File: src/rtl/panel_seq_pkg.sv
package panel_seq_pkg;

   typedef enum logic [2:0] {
      OP_WRITE,
      OP_WAIT,
      OP_READID,
      OP_INDEX,
      OP_CALL,
      OP_OFFEND,
      OP_RET,
      OP_INITEND
   } op_e;

   typedef enum logic [1:0] {
      FR_INDEX = 2'd0,
      FR_WRITE = 2'd1,
      FR_READ  = 2'd2
   } frame_e;

   typedef struct packed {
      op_e         op;
      logic [7:0]  addr;
      logic [15:0] val;
      logic [5:0]  ms;
   } step_t;

   localparam int STEPS    = 46;
   localparam int PWR_BASE = 29;
   localparam int LONGEST_MS = 40;
   localparam logic [15:0] ID_MASK  = 16'hFFF0;
   localparam logic [15:0] ID_MATCH = 16'h9220;

   function automatic step_t wr(logic [7:0] a, logic [15:0] v);
      return '{op: OP_WRITE, addr: a, val: v, ms: 6'd0};
   endfunction

   function automatic step_t pause(logic [5:0] m);
      return '{op: OP_WAIT, addr: 8'h00, val: 16'h0000, ms: m};
   endfunction

   function automatic step_t ctl(op_e o, logic [7:0] a);
      return '{op: o, addr: a, val: 16'h0000, ms: 6'd0};
   endfunction

   // Step table: init programme at 0, shared power programme at PWR_BASE.
   function automatic step_t step_at(int unsigned i);
      case (i)
         0:  return ctl(OP_READID, 8'h00);
         1:  return wr(8'h00, 16'h0001);
         2:  return pause(6'd10);
         3:  return wr(8'h01, 16'h691B);
         4:  return wr(8'h02, 16'h0700);
         5:  return wr(8'h03, 16'h1030);
         6:  return wr(8'h07, 16'h0037);
         7:  return wr(8'h08, 16'h0202);
         8:  return wr(8'h0C, 16'h0110);
         9:  return ctl(OP_CALL, 8'h00);
         10: return wr(8'h30, 16'h0302);
         11: return wr(8'h31, 16'h0407);
         12: return wr(8'h32, 16'h0304);
         13: return wr(8'h33, 16'h0203);
         14: return wr(8'h34, 16'h0706);
         15: return wr(8'h35, 16'h0407);
         16: return wr(8'h36, 16'h0706);
         17: return wr(8'h37, 16'h0000);
         18: return wr(8'h38, 16'h0C06);
         19: return wr(8'h39, 16'h0F00);
         20: return wr(8'h21, 16'h0000);
         21: return wr(8'h40, 16'h0000);
         22: return wr(8'h41, 16'h0000);
         23: return wr(8'h42, 16'hDB00);
         24: return wr(8'h43, 16'hDB00);
         25: return wr(8'h44, 16'hAF00);
         26: return wr(8'h45, 16'hDB00);
         27: return ctl(OP_INDEX, 8'h22);
         28: return ctl(OP_INITEND, 8'h00);
         29: return wr(8'h10, 16'h0000);
         30: return pause(6'd10);
         31: return wr(8'h11, 16'h0000);
         32: return wr(8'h12, 16'h0000);
         33: return pause(6'd40);
         34: return wr(8'h13, 16'h0000);
         35: return pause(6'd40);
         36: return ctl(OP_OFFEND, 8'h00);
         37: return wr(8'h56, 16'h080F);
         38: return wr(8'h10, 16'h4240);
         39: return pause(6'd10);
         40: return wr(8'h11, 16'h0000);
         41: return wr(8'h12, 16'h0014);
         42: return pause(6'd40);
         43: return wr(8'h13, 16'h1319);
         44: return pause(6'd40);
         default: return ctl(OP_RET, 8'h00);
      endcase
   endfunction

endpackage

File: src/rtl/panel_step_rom.sv
module panel_step_rom
   import panel_seq_pkg::*;
#(
   parameter int PC_W = 6
) (
   input  logic [PC_W-1:0] pc,
   output step_t           step
);

   generate
      if ((1 << PC_W) < STEPS) begin : g_bad_width
         $error("panel_step_rom: PC_W too narrow for the step table");
      end
   endgenerate

   always_comb step = step_at(32'(pc));

endmodule

File: src/rtl/panel_ms_timer.sv
module panel_ms_timer #(
   parameter int CLK_PER_MS = 125000,
   parameter int MAX_MS     = 40
) (
   input  logic       clk,
   input  logic       rst_n,
   input  logic       load,
   input  logic [5:0] ms,
   output logic       expired
);

   localparam longint LIMIT = longint'(CLK_PER_MS) * longint'(MAX_MS);
   localparam int     CW    = $clog2(LIMIT + 1);

   logic [CW-1:0] cnt;

   always_ff @(posedge clk or negedge rst_n) begin
      if (!rst_n)
         cnt <= '0;
      else if (load)
         cnt <= CW'(longint'(ms) * longint'(CLK_PER_MS));
      else if (cnt != '0)
         cnt <= cnt - CW'(1);
   end

   assign expired = (cnt == '0);

endmodule

File: src/rtl/panel_bringup_seq.sv
module panel_bringup_seq #(
   parameter int CLK_PER_MS = 125000,
   parameter int MAX_MS     = 40
) (
   input  logic        clk,
   input  logic        rst_n,
   input  logic        start,
   input  logic        power_req,
   output logic        mst_req,
   output logic [1:0]  mst_kind,
   output logic [15:0] mst_data,
   input  logic        mst_done,
   input  logic [15:0] mst_rdata,
   output logic        ready,
   output logic        no_chip,
   output logic        powered
);
   import panel_seq_pkg::*;

   localparam int PC_W = $clog2(STEPS);

   generate
      if (CLK_PER_MS < 1) begin : g_bad_clk
         $error("panel_bringup_seq: CLK_PER_MS must be at least 1");
      end
      if (MAX_MS < LONGEST_MS || MAX_MS > 63) begin : g_bad_ms
         $error("panel_bringup_seq: MAX_MS must lie in 40..63");
      end
   endgenerate

   typedef enum logic [2:0] {
      ST_HALT, ST_STEP, ST_IDX, ST_DAT, ST_DELAY, ST_NOCHIP, ST_IDLE
   } state_e;

   state_e          state;
   logic [PC_W-1:0] pc, ret_pc;
   logic            in_init, dir_on;
   step_t           step;
   logic            t_load, t_expired;

   panel_step_rom #(.PC_W(PC_W)) i_rom (
      .pc   (pc),
      .step (step)
   );

   assign t_load = (state == ST_STEP) && (step.op == OP_WAIT);

   panel_ms_timer #(.CLK_PER_MS(CLK_PER_MS), .MAX_MS(MAX_MS)) i_timer (
      .clk     (clk),
      .rst_n   (rst_n),
      .load    (t_load),
      .ms      (step.ms),
      .expired (t_expired)
   );

   always_comb begin
      if (state == ST_IDX) begin
         mst_kind = FR_INDEX;
         mst_data = {8'h00, step.addr};
      end else begin
         mst_kind = (step.op == OP_READID) ? FR_READ : FR_WRITE;
         mst_data = step.val;
      end
   end

   assign ready   = (state == ST_IDLE);
   assign no_chip = (state == ST_NOCHIP);

   always_ff @(posedge clk or negedge rst_n) begin
      if (!rst_n) begin
         state   <= ST_HALT;
         pc      <= '0;
         ret_pc  <= '0;
         in_init <= 1'b0;
         dir_on  <= 1'b0;
         powered <= 1'b0;
         mst_req <= 1'b0;
      end else begin
         case (state)
            ST_HALT: if (start) begin
               pc      <= '0;
               in_init <= 1'b1;
               dir_on  <= 1'b1;
               state   <= ST_STEP;
            end
            ST_STEP: begin
               case (step.op)
                  OP_WRITE, OP_READID, OP_INDEX: state <= ST_IDX;
                  OP_WAIT: state <= ST_DELAY;
                  OP_CALL: begin
                     ret_pc <= pc + PC_W'(1);
                     pc     <= PC_W'(PWR_BASE);
                  end
                  OP_OFFEND: begin
                     if (dir_on) pc <= pc + PC_W'(1);
                     else begin
                        powered <= 1'b0;
                        state   <= ST_IDLE;
                     end
                  end
                  OP_RET: begin
                     if (in_init) pc <= ret_pc;
                     else begin
                        powered <= 1'b1;
                        state   <= ST_IDLE;
                     end
                  end
                  OP_INITEND: begin
                     in_init <= 1'b0;
                     powered <= 1'b0;
                     dir_on  <= 1'b1;
                     pc      <= PC_W'(PWR_BASE);
                  end
                  default: state <= ST_IDLE;
               endcase
            end
            ST_IDX: begin
               if (!mst_req) mst_req <= 1'b1;
               else if (mst_done) begin
                  mst_req <= 1'b0;
                  if (step.op == OP_INDEX) begin
                     pc    <= pc + PC_W'(1);
                     state <= ST_STEP;
                  end else begin
                     state <= ST_DAT;
                  end
               end
            end
            ST_DAT: begin
               if (!mst_req) mst_req <= 1'b1;
               else if (mst_done) begin
                  mst_req <= 1'b0;
                  if (step.op == OP_READID && ((mst_rdata & ID_MASK) != ID_MATCH))
                     state <= ST_NOCHIP;
                  else begin
                     pc    <= pc + PC_W'(1);
                     state <= ST_STEP;
                  end
               end
            end
            ST_DELAY: if (t_expired) begin
               pc    <= pc + PC_W'(1);
               state <= ST_STEP;
            end
            ST_NOCHIP: state <= ST_NOCHIP;
            ST_IDLE: if (power_req != powered) begin
               dir_on <= power_req;
               pc     <= PC_W'(PWR_BASE);
               state  <= ST_STEP;
            end
            default: state <= ST_HALT;
         endcase
      end
   end

endmodule

File: config.mk
export PLATFORM = sky130hd
export DESIGN_NAME = panel_bringup_seq
export DESIGN_NICKNAME = d
export VERILOG_FILES = /design/src/rtl/panel_seq_pkg.sv /design/src/rtl/panel_step_rom.sv /design/src/rtl/panel_ms_timer.sv /design/src/rtl/panel_bringup_seq.sv
export SDC_FILE = /design/constraint.sdc
export NUM_CORES = 1
export LEC_CHECK = 0
export BUFFER_PORTS_ARGS = -buffer_cell sky130_fd_sc_hd__buf_2
export CAP_MARGIN = 20
export CORE_MARGIN = 2
export CORE_UTILIZATION = 56
export DETAILED_ROUTE_END_ITERATION = 6
export PLACE_DENSITY = 0.9
export SETUP_SLACK_MARGIN = 0.02
export SLEW_MARGIN = 30
export SYNTH_ARGS = -nofsm -noshare
export SYNTH_HDL_FRONTEND = slang
export SYNTH_HIERARCHICAL = 1
export SYNTH_SLANG_ARGS = --single-unit
File: constraint.sdc
create_clock -name clk -period 5.1 [get_ports clk]
set_clock_uncertainty 0.15 [all_clocks]
set_input_delay 1.02 -clock clk [delete_from_list [all_inputs] [get_ports clk]]
set_output_delay 1.02 -clock clk [all_outputs]
set_load 0.05 [all_outputs]
# Yosys cells after proc, flatten, opt, wreduce, memory -nomap -nowiden
# Memories as Yosys holds them, arrays and structs flattened.
# Index checks and enable logic that the tools add are counted.
[word_totals] inputBits=21 output_inout_bits=22 rom_bits=1792 register_bits=42 memories=1 latch_bits=0 ram_bits=0
[memory_table] name="(name not given)" depth=64 word_bits=28 read_ports=1 rd_clocked_by_memory_dff=0 write_ports=0 line="panel_seq_pkg.sv:47" text="case (i)"
[classes] shifts=0 bitwise=0 div_mod_pow=0 n_lt_le_gt_ge=0 n_reduce_logical=20 mul=1 addsub=2 n_eq_ne=33 mux=42
[ops] op="$mux 6" count=11
[ops] op="$mux 23" count=2
[ops] op="$pmux 6 s6" count=1
[ops] op="$mux 3" count=10
[ops] op="$logic_not 23->1" count=1
[ops] op="$reduce_bool 23->1" count=1
[ops] op="$sub 23x1->23 const B" count=1
[ops] op="$eq 3x3->1 const B" count=7
[ops] op="$pmux 3 s7" count=1
[ops] op="$mul 6x14->20 const B" count=1
[ops] op="$pmux 6 s3" count=1
[ops] op="$mux 16" count=1
[ops] op="$ne 2x2->1 const B" count=8
[ops] op="$reduce_and 13->1" count=1
[ops] op="$eq 3x2->1 const B" count=4
[ops] op="$ne 12x12->1 const B" count=1
[ops] op="$ne 3x3->1 const B" count=4
[ops] op="$pmux 3 s4" count=1
[ops] op="$reduce_and 10->1" count=1
[ops] op="$mux 1" count=8
[ops] op="$ne 2x1->1 const B" count=4
[ops] op="$reduce_and 4->1" count=2
[ops] op="$add 6x1->6 const B" count=1
[ops] op="$eq 3x1->1 const B" count=2
[ops] op="15 further kinds" count=23

# Logic depth before layout (Yosys ltp)
# Gate-level depths: netlist (run 1).
# An unclocked memory read counts as a cell.
[depth] word_depth=7 mapped_depth=18 depth_no_buf=17

# Hierarchy
# Netlist (run 1), hierarchy kept.
[by_module_without_submodules] mod="panel_ms_timer" cells_each=265 instances=1 area_each_um2=2452.4 seq_area_each_um2=575.6
[by_module_without_submodules] mod="panel_bringup_seq" cells_each=165 instances=1 area_each_um2=1477.7 seq_area_each_um2=475.5
[by_module_without_submodules] mod="panel_step_rom" cells_each=191 instances=1 area_each_um2=1203.7 seq_area_each_um2=0.0

# Least setup slack after synthesis (run 1)
# No wires, ideal clock.
[synth_timing] path_kind="register to register" start="register pc[0]" end="register i_timer.cnt[21]" t_arrival_ps=4764 stages_incl_launch_ff=19 setup_slack_ps=64 path_buffers=1 t_required_ps=4828 cell_sequence="dfrtp_1 buf_4 inv_1 ha_1 nand2_1 a31o_2 nor2_1 or2_1 fa_1 fa_1 inv_1 fa_1 inv_1 ha_1 a21oi_1 a21boi_0 a211o_1 or3_1 a32o_1"
[synth_rtl] item="start, declared" line="panel_bringup_seq.sv:36" text="logic [PC_W-1:0] pc, ret_pc;"
[synth_rtl] item="start signal, assigned" line="panel_bringup_seq.sv:92" text="pc <= PC_W'(PWR_BASE);"
[synth_rtl] item="start signal, assigned" line="panel_bringup_seq.sv:95" text="if (dir_on) pc <= pc + PC_W'(1);"
[synth_rtl] item="start signal, assigned" line="panel_bringup_seq.sv:102" text="if (in_init) pc <= ret_pc;"
[synth_rtl] item="end signal, assigned" line="panel_ms_timer.sv:21" text="cnt <= CW'(longint'(ms) * longint'(CLK_PER_MS));"
[synth_rtl] item="end signal, assigned" line="panel_ms_timer.sv:23" text="cnt <= cnt - CW'(1);"
[synth_rtl] item="end, declared" line="panel_ms_timer.sv:15" text="logic [CW-1:0] cnt;"

==> results of run 1 <==
-- cells in the mapped netlist (17+ instances only) --
library cell,instances
ha_1,45
nor2b_1,17
inv_1,42
o21ai_0,37
nand2_1,46
a21oi_1,29
dfrtp_1,42
xor2_1,17
mux2_2,21
xnor2_1,17
nand3_1,19
nand2b_1,19
nor2_1,45
-- worst max path at each step --
stage | start | endpoint | slack, ps | depth (start not counted)
2_1_floorplan | pc[0] | i_timer/cnt[21] | 60 | 18
3_3_place_gp | pc[0] | i_timer/cnt[21] | 450 | 18
3_5_place_dp | pc[0] | i_timer/cnt[21] | 350 | 18
4_1_cts | pc[0] | i_timer/cnt[21] | 320 | 18
5_1_grt | pc[0] | i_timer/cnt[21] | 40 | 18
6_report | pc[0] | i_timer/cnt[21] | 300 | 18
-- power groups by stage --
stage	logic, W	clock network (W)	registers, W
floorplan	0.00205	0	0.000621
global placement	0.00244	0	0.000678
detailed placement	0.00253	0	0.000691
CTS	0.00255	0.000232	0.000686
global route	0.00285	0.000245	0.000715
finish	0.00259	0.000230	0.000692
-- per-layer routing --
metal	vias up	part of all wire [%]
met5	-	0
met4	0	0.82
met1	2317	42
li1	2291	-
met3	13	7.4
met2	207	50
-- flip-flops by register name (all words and copies together), names as in the netlist --
signal       cells
dir_on           1
i_timer/cnt     23
in_init          1
mst_req          1
pc               6
powered          1
ret_pc           6
state            3
-- cells by family after synthesis --
group	Yosys count
AND/OR/NAND/NOR	212
AO/OA/AOI/OAI	168
buffers and inverters	80
adder cells (fa/ha/maj)	55
flip-flops	42
XOR/XNOR	34
multiplexers	29
other	1
-- through the flow --
stage	cells	total power, W	cell area (um^2)	setup WS (ps)
6_report	763	0.00351	5510	305
5_1_grt	763	0.00381	5510	42.4
4_1_cts	763	0.00347	5510	319
3_5_place_dp	755	0.00322	5410	352
3_3_place_gp	755	0.00312	5410	446
2_1_floorplan	625	0.00267	5150	64.3
-- critical path, cell delays in order, from the launching register on --
cell,delay [ps]
dfrtp_1,470
inv_1,140
ha_1,240
buf_4,160
nand2b_1,60
a31o_2,160
nor2_1,50
or2_1,310
fa_1,560
fa_1,470
inv_1,100
fa_1,400
inv_1,70
ha_1,290
nand4_1,150
a21oi_1,60
a211o_1,280
or3_1,300
a32o_1,250
-- area by class of cell --
class / instances / area, um^2 / share of cell area (%)
repair buffers: 59 / 353 / 6.41
multi-input cells: 503 / 3710 / 67.4
inverters: 43 / 161 / 2.93
well taps: 108 / 135 / 2.45
clock inverters: 2 / 12.5 / 0.227
clock buffers: 6 / 82.6 / 1.50
flip-flops and latches: 42 / 1050 / 19.1
==> out/results.ini, run 1 <==
[hold_path]
min_to = ret_pc[0]
min-delay-start = ret_pc[0]
hold_path_class = reg2reg
holdPathStages = 2

[placement]
dp_hpwl_um = 9530
port_buffers = 37
gp_congestion = 0.972

[detailed_routing]
postRouteAntennaNets = 0
vias = 4828
wirelength_um = 12900
first_pass_iters = 7
drc = 1
wire_per_inst_um = 16.9
drt_iter0_markers = 274
viasPerCell = 6.33

[sta]
finalSetupTns_ps = 0
hold_ws_ps = 362
fmax_mhz = 209
period_minus_slack_ps = 4800
post-route-period-util_pct = 94.0
max_slew_margin_pct = 37.6
max_slew.worst_pin.slew_ps = 931
hold_violations = 0
finalMaxSlewViolations = 0
rsz0062_at_grt = false
setup_viol = 0

[power]
p_seq_share_pct = 19.7
p_per_area_nw_per_um2 = 638
leakage_nw = 2.50
p_sw_share_pct = 54.6
power.share.combinational_pct = 73.7
p_sw_w = 0.00192
p_clk_share_pct = 6.6
irDropWorstVdd_v = 0.000343
p_int_w = 0.00159

[synth]
async_flop_share_pct = 100
netlist.area_leader.share_pct = 20.5
synth_xor_area_share_pct = 5.80
synth_area_um2 = 5130
synth.top_cells.by_area = dfrtp_1 20%, ha_1 11%, mux2_2 4.6%
yosys.cell_types.count = 84
yosysWarnings = 6
synth_flop_cell = dfrtp_1
synth.area.mux_share_pct = 6.34
synth_compound_gate_area_share_pct = 22.6
ys_seq_area_share_pct = 20.5
yosys.area.top_type = dfrtp_1
synth_simple_gate_area_share_pct = 22.3
postSynthAreaPerCell_um2 = 8.27
synthCells = 621
synth_edf_count = 0
synth_top_family_by_area = compound AO/OA/AOI/OAI gates
synthAdderAreaFrac_pct = 14.9
synth-seq-cells = 42

[global_routing]
antenna_found_initial = 0
grt_pass1_wl_um = 21700
grt-ovfl-total = 0
grtUsageMet1_pct = 35.1
use_met3_pct = 3.51
gr-usage-met2_pct = 46.1
grt_pass1_vias = 4595
grt_max_degree = 43
grt.busiest_layer = met2
grt.total_usage_pct = 26.3

[clock_network]
clock_path_buffers = 2
cts_root_buf = clkbuf_8
post_cts_buffers = 0
clk_pin_slew_ps = 90
cts_tree = yes
cts_sinks = 42
clock_latency_ps = 300
postCtsHoldBufs = 0
htree_levels = 2
cts_made_buffers = 5
cts_resized = 0

[layout]
area_growth_pct = 7.29
nets = 730
diodes = 0
fillers = 716
utilization_pct = 62.5
most-common-layout-cells = 46 x nand2_1, 45 x nor2_1, 45 x ha_1
final_common_cell = nand2_1
drive_above_1_share_pct = 17.3

[worst_setup_path]
startpoint_type = flop
arrival_ps = 4840
worstPathMaxFanout = 7
ff2ff_path_depth = 18
worst-setup-path-type = reg2reg
r2r-end = i_timer/cnt[21]
cp-end-kind = flop
r2r_setup_slack_ps = 300
cp.required_ps = 5140
r2r-start = pc[0]

[job]
cap_violations = 0

[floorplanning]
fp.dieW_um = 99.7
ios = 43
coreArea_um2 = 8810
dieArea_um2 = 9950
initial_core_util_pct = 58.3
placementRows = 34
die_h_um = 99.7

[run_status]
violations = DRC
status = complete, but fails checks

Power figures use the tool's default switching activity.
==> inputs of run 2 (changes only) <==
Settings changed: CORE_MARGIN 2 to not set.
==> run 2 against run 1 <==
The flow still finishes with violations (DRC). Hold slack lost 22 ps. Die area shrank 4.0%. Sequential share of layout area grew 0.088 points. Power grew 0.22%. Flip-flop and latch count is the same. Critical endpoint unchanged. Largest power group unchanged. Highest routed layer unchanged.
==> out/results.ini, run 2 (same netlist as run 1, synthesis figures left out) <==
[global_routing]
grt_pass1_vias = 4716
grt_pass1_wl_um = 21600
antenna_found_initial = 0
grt.total_usage_pct = 27.2
grt_max_degree = 43
grt-ovfl-total = 0

[detailed_routing]
wire_per_inst_um = 16.5
first_pass_iters = 7
drt_iter0_markers = 300
drc = 13
viasPerCell = 6.37
postRouteAntennaNets = 0
vias = 4822
wirelength_um = 12500

[power]
irDropWorstVdd_v = 0.000332
leakage_nw = 2.47
p_per_area_nw_per_um2 = 641

[layout]
largest_reg_flops = 23
area_growth_pct = 6.92
final_common_cell = nand2_1
finalNonFillerCells = 757
drive_above_1_share_pct = 16.6
most-common-layout-cells = 46 x nand2_1, 45 x nor2_1, 45 x ha_1
top_register = i_timer/cnt
nets = 724
largestRegisters = i_timer/cnt (23), pc (6), ret_pc (6)
diodes = 0

[sta]
post-route-period-util_pct = 94.3
hold_violations = 0
setup_viol = 0
finalSetupTns_ps = 0
worst_slack_ps = 292
rsz0062_at_grt = false
max_slew_margin_pct = 54.3
max_slew.worst_pin.slew_ps = 683
fmax_mhz = 208
finalMaxSlewViolations = 0
period_minus_slack_ps = 4810

[clock_network]
cts_root_buf = clkbuf_8
htree_levels = 2
cts_tree = yes
post_cts_buffers = 0
cts_made_buffers = 5
clock_latency_ps = 300
cts_sinks = 42
clk_pin_slew_ps = 90
postCtsHoldBufs = 0
cts_resized = 0
clock_path_buffers = 2

[run_status]
status = complete, but fails checks
violations = DRC

[worst_setup_path]
startpoint_type = flop
worst-setup-path-type = reg2reg
cp.required_ps = 5140
cp-end-kind = flop
arrival_ps = 4840
worstPathMaxFanout = 7

[hold_path]
hold_path_class = reg2reg

[floorplanning]
die_h_um = 97.7
initial_core_util_pct = 58.3
coreArea_um2 = 8810
placementRows = 34
ios = 43
dieArea_um2 = 9550
fp.dieW_um = 97.7

[placement]
placed_cells = 749
dp_hpwl_um = 9180
dpl_worst_slack_ps = 242
port_buffers = 37
gp_congestion = 0.926

[job]
cap_violations = 0

## run 2: per-layer routing
metal  GRT usage, %  vias up  wire length [um]
met5              0        -                 0
met4           8.04        0               291
met3           4.01       33               855
met2           48.7      223              6090
met1           33.9     2272              5250
li1               -     2294                 -
## run 2: area by class of cell
class	instances	area, um^2
Fill cell	691	3320
Clock inverter	2	37.5
Tap cell	108	135
Multi-Input combinational cell	503	3720
Timing Repair Buffer	53	308
Inverter	43	161
Sequential cell	42	1050
Clock buffer	6	72.6
## run 2: power by group
group | switching [W] | internal [W]
Sequential | 0.000219 | 0.000474
Combinational | 0.00156 | 0.000993
Clock | 0.000122 | 0.000146
## run 2: critical path, cell delays in order (launching register included)
cell and delay (ps):
dfrtp_1 390, inv_1 110, ha_1 310, nand2b_1 140, o22ai_1 90, a22o_1 250, or2_1 250, buf_4 180
ha_1 290, inv_1 80, fa_1 420, fa_1 550, inv_1 50, ha_1 370, nand4_1 150, a21oi_1 60
a211o_1 280, or3_1 310, a32o_1 250
## run 2: final timing paths
kind	startpoint	to	slack [ps]	cells after the start
max	pc[0]	i_timer/cnt[21]	290	18
min	ret_pc[0]	ret_pc[0]	340	2
max reg2reg	pc[0]	i_timer/cnt[21]	290	18
min reg2reg	ret_pc[0]	ret_pc[0]	340	2
max in group asynchronous	rst_n	pc[1]	3870	1
min in group asynchronous	rst_n	state[1]	540	1
## run 2: through the flow
step | hold slack [ps] | power [W] | area (um^2) | util (%)
2_1_floorplan | 295 | 0.00267 | 5150 | -
3_3_place_gp | 315 | 0.00306 | 5370 | 60.9
3_5_place_dp | 319 | 0.00317 | 5370 | 61.0
4_1_cts | 340 | 0.00346 | 5480 | 62.2
5_1_grt | 365 | 0.00379 | 5490 | 62.3
6_report | 340 | 0.00352 | 5490 | 62.3
==> inputs of run 3 (changes only) <==
Settings changed: RECOVER_POWER set to 25.
==> run 3 against run 2 <==
The run ends with DRC, capacitance limit, slew limit left. Critical path depth stayed put. Clock power is essentially flat. Combinational power barely moved. Core utilization about the same. Register-to-register slack about the same. First-iteration DRC count unchanged. Hold slack about the same. Global-route usage unchanged. Design area about the same. Cell count is the same. Wire length did not move. Die area stayed put. Largest cell class unchanged. Largest power group unchanged.
==> out/results.ini, run 3 (same netlist as run 1, synthesis figures left out) <==
[worst_setup_path]
critical_path.cell_chain = inv_1 -> ha_1 -> nand2b_1 -> o22ai_1 -> a22o_1 -> or2_1 -> buf_4 -> ha_1 -> inv_1 -> fa_1 -> fa_1 -> inv_1 -> ha_1 -> nand4_1 -> a21oi_1 -> a211o_1 -> or3_1 -> a32o_1
startpoint_type = flop
r2r_setup_slack_ps = 290
cp-end-kind = flop
arrival_ps = 4850
slowest_stage = fa_1
worst-setup-path-type = reg2reg
max_stage_delay_ps = 550
crit_buf_inv = 4
cp.required_ps = 5140
cpLargestDelayFamily = adder cells
worstPathMaxFanout = 7

[layout]
largest_reg_flops = 23
area_growth_pct = 6.85
drive_above_1_share_pct = 16.5
final_common_cell = nand2_1
most-common-layout-cells = 46 x nand2_1, 45 x nor2_1, 45 x ha_1
largestRegisters = i_timer/cnt (23), pc (6), ret_pc (6)
diodes = 0
stdcell_area_um2 = 5490
top_register = i_timer/cnt
nets = 724
finalNonFillerCells = 757

[sta]
period_minus_slack_ps = 4810
max_slew_margin_pct = -48.8
setup_viol = 0
hold_ws_ps = 340
post-route-period-util_pct = 94.3
hold_violations = 0
worst_slack_ps = 291
max_slew.worst_pin.slew_ps = 2230
rsz0062_at_grt = false
finalMaxSlewViolations = 43
finalSetupTns_ps = 0
fmax_mhz = 208

[detailed_routing]
viasPerCell = 6.36
drt_iter0_markers = 300
postRouteAntennaNets = 0
drc = 14
wirelength_um = 12500
vias = 4818
first_pass_iters = 7
wire_per_inst_um = 16.5

[placement]
port_buffers = 37
post_dp_cell_area_um2 = 5370
dpl_worst_slack_ps = 242
dp_hpwl_um = 9180
placed_cells = 749
gp_congestion = 0.926

[floorplanning]
fp.dieW_um = 97.7
ios = 43
placementRows = 34
die_h_um = 97.7
coreArea_um2 = 8810
dieArea_um2 = 9550
initial_core_util_pct = 58.3

[clock_network]
cts_root_buf = clkbuf_8
clk_pin_slew_ps = 90
cts_sinks = 42
postCtsHoldBufs = 0
htree_levels = 2
clock_path_buffers = 2
clock_latency_ps = 300
cts_made_buffers = 5
post_cts_buffers = 0
cts_resized = 0
cts_tree = yes

[global_routing]
grt_pass1_vias = 4716
grt_pass1_wl_um = 21600
grt-ovfl-total = 0
grt_max_degree = 43
grt.total_usage_pct = 27.2
antenna_found_initial = 0

[power]
leakage_nw = 2.47
p_per_area_nw_per_um2 = 642
irDropWorstVdd_v = 0.000332

[hold_path]
hold_path_class = reg2reg

[run_status]
violations = DRC, capacitance limit, slew limit
status = complete, but fails checks

[job]
cap_violations = 1

==> run 3: changes by cell type in the layout (fill, tap and decap cells not counted) <==
cell	delta
buf_4	-1
clkbuf_1	+1
==> run 3: area by class of cell <==
cell class / instances / area, um^2
Sequential cell: 42 / 1050
Timing Repair Buffer: 53 / 304
Clock buffer: 6 / 72.6
Tap cell: 108 / 135
Fill cell: 691 / 3320
Clock inverter: 2 / 37.5
Inverter: 43 / 161
Multi-Input combinational cell: 503 / 3720
==> run 3: worst paths after layout <==
| check | start | end | cells past startpoint |
|---|---|---|---|
| min in group asynchronous | rst_n | state[1] | 1 |
| setup reg to reg | pc[0] | i_timer/cnt[21] | 18 |
| max in group asynchronous | rst_n | pc[1] | 1 |
| hold / removal | ret_pc[0] | ret_pc[0] | 2 |
| hold reg to reg | ret_pc[0] | ret_pc[0] | 2 |
| setup / recovery | pc[0] | i_timer/cnt[21] | 18 |
==> run 3: worst reg2reg max path, cell delays in order, from the launching register on <==
cell and delay [ps]:
dfrtp_1 400, inv_1 120, ha_1 310, nand2b_1 140, o22ai_1 90, a22o_1 250
or2_1 250, buf_4 180, ha_1 290, inv_1 80, fa_1 420, fa_1 550
inv_1 50, ha_1 370, nand4_1 150, a21oi_1 50, a211o_1 280, or3_1 310
a32o_1 250
==> run 3: power breakdown <==
group | total, W | internal [W] | switching (W)
sequential | 0.000693 | 0.000474 | 0.000219
clock | 0.000269 | 0.000146 | 0.000123
combinational | 0.00256 | 0.000993 | 0.00156
total | 0.00352 | 0.00161 | 0.00191
==> run 3: stage by stage <==
step           util, %  power (W)
2_1_floorplan        -    0.00267
3_3_place_gp      60.9    0.00306
5_1_grt           62.3    0.00379
3_5_place_dp      61.0    0.00317
4_1_cts           62.2    0.00346
6_report          62.3    0.00352
==> run 3: routing by layer <==
metal	wire, um	track usage, %	share of wire [%]	vias up
li1	-	-	-	2296
met1	5200	33.9	42	2263
met2	6080	48.7	49	226
met3	912	4.01	7.3	33
met4	291	8.04	2.3	0
met5	0	0	0	-
